File: src/rtl/pred_pair_extract.sv
module pred_pair_extract #(
  parameter int VLEN = 256
) (
  input  logic              clk,
  input  logic              rst_n,
  input  logic              in_valid,
  input  logic [1:0]        size,
  input  logic [2:0]        src_sel,
  input  logic [3:0]        dst_idx,
  input  logic              part,
  input  logic [15:0]       cnt,
  output logic [3:0]        src_addr,
  output logic              out_done,
  output logic [3:0]        out_dst0,
  output logic [3:0]        out_dst1,
  output logic [VLEN/8-1:0] out_res0,
  output logic [VLEN/8-1:0] out_res1
);
  localparam int PL = VLEN / 8;
  localparam int MW = 4 * PL;

  assign src_addr = {1'b1, src_sel};

  logic        c_live;
  logic [1:0]  c_k;
  logic [14:0] c_field, c_elems, c_sat, c_lo, c_hi;
  logic [MW-1:0] mask;
  logic [PL-1:0] r0, r1;

  assign c_live  = |cnt[3:0];
  assign c_k     = cnt[0] ? 2'd0 : cnt[1] ? 2'd1 : cnt[2] ? 2'd2 : 2'd3;
  assign c_field = cnt[14:0] >> ({1'b0, c_k} + 3'd1);
  assign c_elems = 15'(MW) >> c_k;
  assign c_sat   = (c_field > c_elems) ? c_elems : c_field;
  assign c_lo    = cnt[15] ? c_elems - c_sat : 15'd0;
  assign c_hi    = cnt[15] ? c_elems : c_sat;

  always_comb begin
    for (int j = 0; j < MW; j++) begin
      logic [14:0] m;
      logic        lead;
      m = 15'(j) >> c_k;
      lead = (15'(j) & ((15'd1 << c_k) - 15'd1)) == 15'd0;
      mask[j] = c_live && lead && (m >= c_lo) && (m < c_hi);
    end
  end

  always_comb begin
    for (int j = 0; j < PL; j++) begin
      logic lead;
      int   base;
      base = part ? 2 * PL : 0;
      lead = (j & ((1 << size) - 1)) == 0;
      r0[j] = lead & mask[base + j];
      r1[j] = lead & mask[base + PL + j];
    end
  end

  always_ff @(posedge clk or negedge rst_n) begin
    if (!rst_n) begin
      out_done <= 1'b0;
      out_dst0 <= '0;
      out_dst1 <= '0;
      out_res0 <= '0;
      out_res1 <= '0;
    end else begin
      out_done <= in_valid;
      if (in_valid) begin
        out_dst0 <= dst_idx;
        out_dst1 <= dst_idx + 4'd1;
        out_res0 <= r0;
        out_res1 <= r1;
      end
    end
  end
endmodule

File: config.mk
export PLATFORM = sky130hd
export DESIGN_NAME = pred_pair_extract
export DESIGN_NICKNAME = d
export VERILOG_FILES = /design/src/rtl/pred_pair_extract.sv
export SDC_FILE = /design/constraint.sdc
export NUM_CORES = 1
export LEC_CHECK = 0
export ABC_AREA = 1
export CORE_ASPECT_RATIO = 1.25
export CORE_UTILIZATION = 60
export DETAILED_ROUTE_END_ITERATION = 8
export MAX_ROUTING_LAYER = met4
export PLACE_DENSITY = 0.82
export SETUP_SLACK_MARGIN = 0.15
export SLEW_MARGIN = 40
export SYNTH_ARGS = -nofsm -noshare
export SYNTH_HDL_FRONTEND = slang
export SYNTH_SLANG_ARGS = --single-unit
File: constraint.sdc
create_clock -name clk -period 1.75 [get_ports clk]
set_clock_uncertainty 0.2 [all_clocks]
set_input_delay 0.175 -clock clk [delete_from_list [all_inputs] [get_ports clk]]
set_output_delay 0.175 -clock clk [all_outputs]
set_load 0.01 [all_outputs]
==> results of run 1 <==
## synth_stat cells (2+ instances only)
library cell,number,area (sq um)
nand3b_1,2,15.0
o221ai_1,4,35.0
o21ai_0,159,796
nor3_1,27,135
buf_2,19,95.1
dfrtp_1,73,1830
nand2_4,2,22.5
or2_2,2,12.5
nor2_4,6,67.6
nor2_1,109,409
nand4_1,30,188
nand2_1,794,2980
buf_4,13,97.6
and3_1,2,12.5
a21o_1,4,30.0
o31ai_1,2,15.0
inv_1,191,717
a31oi_1,13,81.3
o211ai_1,20,150
nand2_2,10,62.6
ha_1,137,1710
nand3_1,180,901
inv_2,16,60.1
buf_1,2,7.51
o22ai_1,12,75.1
nor2_2,21,131
a21boi_0,9,67.6
o21ai_1,40,200
a21oi_1,197,986
clkbuf_1,29,109
clkinv_1,3,11.3
nand3_2,3,30.0
## cell families after synthesis
logic type | count (synthesis) | synth area share, %
other | 1 | 0.0308
flip-flops | 73 | 15.0
multiplexers | 1 | 0.0823
buffers and inverters | 274 | 9.07
AND/OR/NAND/NOR | 1192 | 41.1
AO/OA/AOI/OAI | 467 | 20.6
adder cells (fa/ha/maj) | 137 | 14.1
XOR/XNOR | 1 | 0.0720
## repair_timing
| item | CTS |
|---|---|
| setup endpoints to repair | 128 |
| hold buffers | 1 |
| gates cloned | 1 |
| pin swaps | 106 |
| hold endpoints to repair | 73 |
| gates resized for setup | 321 |
| setup buffers | 32 |
## metrics by stage
step | hold WS, ns | cells | instance area [sq um] | worst slack, ns | utilization [%]
CTS | 0.106 | 2940 | 18400 | -2.54 | 93.4
detailed placement | -0.0735 | 2890 | 17000 | -3.44 | 86.4
global placement | -0.0754 | 2890 | 17000 | -3.24 | 86.4
floorplan | -0.321 | 2146 | 12600 | -2.76 | -
## per-layer routing
| layer | overflow | track usage [%] |
|---|---|---|
| met5 | - | - |
| met4 | 211 | 98.4 |
| met3 | 18 | 69.0 |
| met2 | 896 | 119 |
| met1 | 29 | 85.7 |
==> impl_metrics.py, run 1 <==
metrics = {
    "status": {
        "status": "aborted with a tool error",
        "stop_stage": "global routing",
        "error": "[ERROR GRT-0116] Global routing finished with congestion. Check the congestion regions in the DRC Viewer.",
    },
    "placed_design": {
        "gp_congestion": 1.31,
        "dpl.hpwl_um": 51600,
        "port_buffers": 98,
    },
    "yosys": {
        "syn_inst": 2146,
        "ys_ff_latch": 73,
        "syn-cell-area_sq_um": 12200,
        "ys_types": 47,
        "syn-num-nets": 2312,
        "seq_area_frac_synth_pct": 15.0,
        "yosysWarnings": 0,
        "async_reset_ff_share_pct": 100,
        "syn_area_per_cell_sq_um": 5.67,
        "synthFlopType": "dfrtp_1",
        "synth_edf_count": 0,
    },
    "grt": {
        "overflow": 1154,
        "grt_use_total_pct": 93.6,
        "grt_max_degree": 74,
        "first_global_vias": 24300,
        "grt_pass1_wl_um": 146000,
    },
    "floorplanning": {
        "dieWidth_um": 129,
        "die_y_um": 161,
        "rows": 57,
        "start_util_pct": 61.8,
        "io_pins": 106,
    },
    "clock_network": {
        "cts_sinks": 73,
        "cts-root-buf": "clkbuf_16",
        "cts.path.max_buffers": 2,
        "cts_buffers": 9,
        "htree_num_levels": 3,
    },
}
==> run 2: changes to the inputs <==
- CORE_ASPECT_RATIO: 1.25 -> not set
- CORE_UTILIZATION: 60 -> 40
- MAX_ROUTING_LAYER: met4 -> not set
- PLACE_DENSITY: 0.82 -> not set
- PLACE_DENSITY_LB_ADDON: not set -> 0.15
- SETUP_SLACK_MARGIN: 0.15 -> not set
==> run 2 against run 1 <==
  * The flow now finishes, with violations (negative setup slack)
  * Synthesized cell count stayed put
  * Synthesized area did not move
==> impl_metrics.py, run 2 <==
metrics = {
    "status": {
        "status": "finished, violations left",
        "violations": "negative setup slack",
    },
    "floorplanning": {
        "start_util_pct": 40.8,
        "core_sq_um": 29800,
        "die-area_sq_um": 31100,
        "rows": 63,
        "io_pins": 106,
        "dieWidth_um": 176,
        "die_y_um": 176,
    },
    "worst_setup_path": {
        "critical_path_class": "in2reg",
        "crit_fanout": 6,
        "cp_data_required_time_ns": 1.80,
        "cp_slowest_cell": "ha_4",
        "critPathBufInv": 9,
        "worstSetupEndpointType": "flip-flop",
        "cp.arrival_ns": 4.54,
        "slowest_delay_ns": 0.30,
        "critPathTopFamily": "simple AND/OR/NAND/NOR gates",
        "start_kind": "primary input",
    },
    "placed_design": {
        "port_buffers": 98,
        "placed_area_sq_um": 17600,
        "dpl.hpwl_um": 55300,
        "gp_congestion": 1.08,
    },
    "clock_network": {
        "clock_latency_ns": 0.35,
        "cts.path.max_buffers": 2,
        "cts-root-buf": "clkbuf_16",
        "cts_sinks": 73,
        "cts_buffers": 9,
        "clkSlewWorstSetupHoldPaths_ns": 0.07,
        "cts_tree": "built",
        "htree_num_levels": 3,
    },
    "yosys": {
        "syn-cell-area_sq_um": 12200,
        "ys_ff_latch": 73,
        "synthFlopType": "dfrtp_1",
        "synth.most_common_cell": "nand2_1",
        "yosysTopAreaCell": "nand2_1",
        "ys_types": 47,
        "synth_edf_count": 0,
        "syn_inst": 2146,
        "async_reset_ff_share_pct": 100,
        "synth.top_cells.by_count": "nand2_1, a21oi_1, inv_1, nand3_1, o21ai_0",
        "yosysWarnings": 0,
        "seq_area_frac_synth_pct": 15.0,
        "synthTopCellsByArea": "nand2_1, dfrtp_1, ha_1, a21oi_1, nand3_1",
        "syn-num-nets": 2312,
        "synth_top_cell_area_share_pct": 24.5,
        "syn_area_per_cell_sq_um": 5.67,
    },
    "pwr": {
        "p_int_mw": 6.85,
        "pwr-share-clk_pct": 16.2,
        "p_per_area_nw_per_um2": 668,
        "p_seq_share_pct": 14.6,
        "p_leak_nw": 10.1,
        "fin_total_pwr_mw": 13.0,
        "p_sw_mw": 6.20,
        "swShare_pct": 47.5,
        "ir_drop_mv": 0.484,
        "comb_power_share_pct": 69.2,
    },
    "grt": {
        "grt_util_met3_pct": 9.09,
        "antenna_found_initial": 0,
        "grt_pass1_wl_um": 102000,
        "grtUsageMet1_pct": 56.5,
        "grt_most_used_layer": "met2",
        "overflow": 0,
        "first_global_vias": 17100,
        "grt_use_total_pct": 43.8,
        "grt_max_degree": 74,
        "grtUsageMet2_pct": 65.5,
    },
    "sta": {
        "final.setup.worst_slack_ns": -2.75,
        "whs_ns": 0.112,
        "tns_ns": -168.08,
        "worst_pin_slew_ns": 0.763,
        "setup_viol": 64,
        "slew_headroom_pct": 49.2,
        "period_needed_ns": 4.50,
        "timing_hold_violations_final": 0,
        "max_freq_mhz": 222,
        "post-route-period-util_pct": 257,
        "slew_violations": 0,
        "rsz0062_at_grt": "yes",
    },
    "finish": {
        "stdcell_area_sq_um": 19500,
        "areaGrowthSynthToFinish_pct": 60.6,
        "top_regs": "out_res0: 32 flops, out_res1: 32 flops",
        "layout_commonest_cell": "nand2_1",
        "fin_nets": 2906,
        "finish.utilization_pct": 65.6,
        "fillers": 2798,
        "insertedDiodeCount": 0,
        "drive_gt1_share_pct": 32.5,
        "final_cell_mix": "nand2_1, buf_4, nand3_1, a21oi_1, inv_1",
    },
    "routing": {
        "avgViaCountPerCell": 5.80,
        "wl_per_cell_um": 22.3,
        "drc": 0,
        "antenna_left": 0,
        "drt_iter0_drc": 2123,
        "drt-pass1-iter-count": 6,
        "wl_um": 69900,
        "num_vias": 18200,
    },
    "worst_hold_path": {
        "hold_path.class": "in2async",
    },
    "run": {
        "drv_cap": 0,
    },
}
-- run 2: cell counts after synthesis --
Identical to the previous run, type by type.
-- run 2: cells by family (layout without fill, tap and decap cells) --
kind of cell	Yosys count	count (layout)	share of synthesized area, %
mux	1	1	0.0823
simple gates	1192	1192	41.1
buf+inv	274	873	9.07
xor+xnor	1	1	0.0720
compound gates	467	467	20.6
flops	73	73	15.0
other cells	1	1	0.0308
fa+ha+maj	137	137	14.1
-- run 2: worst register-to-register path: stages, from the launching register on --
cell	delay [ns]
dfrtp_1	0.44
nand2_1	0.09
nand3_1	0.09
-- run 2: power by group through the flow --
stage / logic [mW] / registers, mW / clock network (mW)
floorplan: 3.87 / 1.98 / 0
CTS: 8.26 / 1.90 / 2.13
global route: 9.56 / 1.92 / 2.17
finish: 9.03 / 1.90 / 2.11
global placement: 7.56 / 1.93 / 0
detailed placement: 7.61 / 1.93 / 0
-- run 2: cell type report --
| class | count | area (sq um) | share of cell area, % |
|---|---|---|---|
| clock inverter | 7 | 103 | 0.525 |
| clock buffer | 9 | 225 | 1.15 |
| multi-input combinational | 1799 | 10500 | 53.6 |
| tap | 390 | 488 | 2.50 |
| inverter | 211 | 893 | 4.57 |
| timing repair buffer | 646 | 5520 | 28.3 |
| sequential | 73 | 1830 | 9.36 |
-- run 2: worst paths after layout --
path / from / endpoint / slack (ns) / cells past startpoint
max in group asynchronous: rst_n / out_res1[17] / 0.68 / 3
min: rst_n / out_res1[15] / 0.11 / 2
min reg2reg: out_res0[25] / out_res0[25] / 0.28 / 2
max: cnt[0] / out_res0[16] / -2.75 / 34
min in group clk: src_sel[0] / src_addr[0] / 0.15 / 0
max reg2reg: out_res0[30] / out_res0[30] / 0.79 / 2
-- run 2: per-layer routing --
layer	wire [um]	vias to the layer above	share of wire, %
met5	0	-	0
met4	5650	0	8.1
met3	7670	283	11
met2	28900	1164	41
met1	27700	8375	40
li1	-	8361	-
-- run 2: per-stage QoR --
step / setup slack (ns) / instances
final: -2.75 / 3135
after global routing: -2.86 / 3135
after CTS: -2.36 / 3116
after detailed placement: -3.51 / 3059
after global placement: -3.42 / 3059
after floorplan: -2.76 / 2146
-- run 2: repair_timing --
item                                    4_1_cts  5_1_grt
gates resized for setup                     226      100
buffers inserted                             43       19
gates cloned                                  0        1
pin swaps                                    89       69
endpoints found under the setup margin       67       65
endpoints found under the hold margin        73        0
hold buffers                                  1        0
No activity file was read; power rests on OpenSTA's default activity.
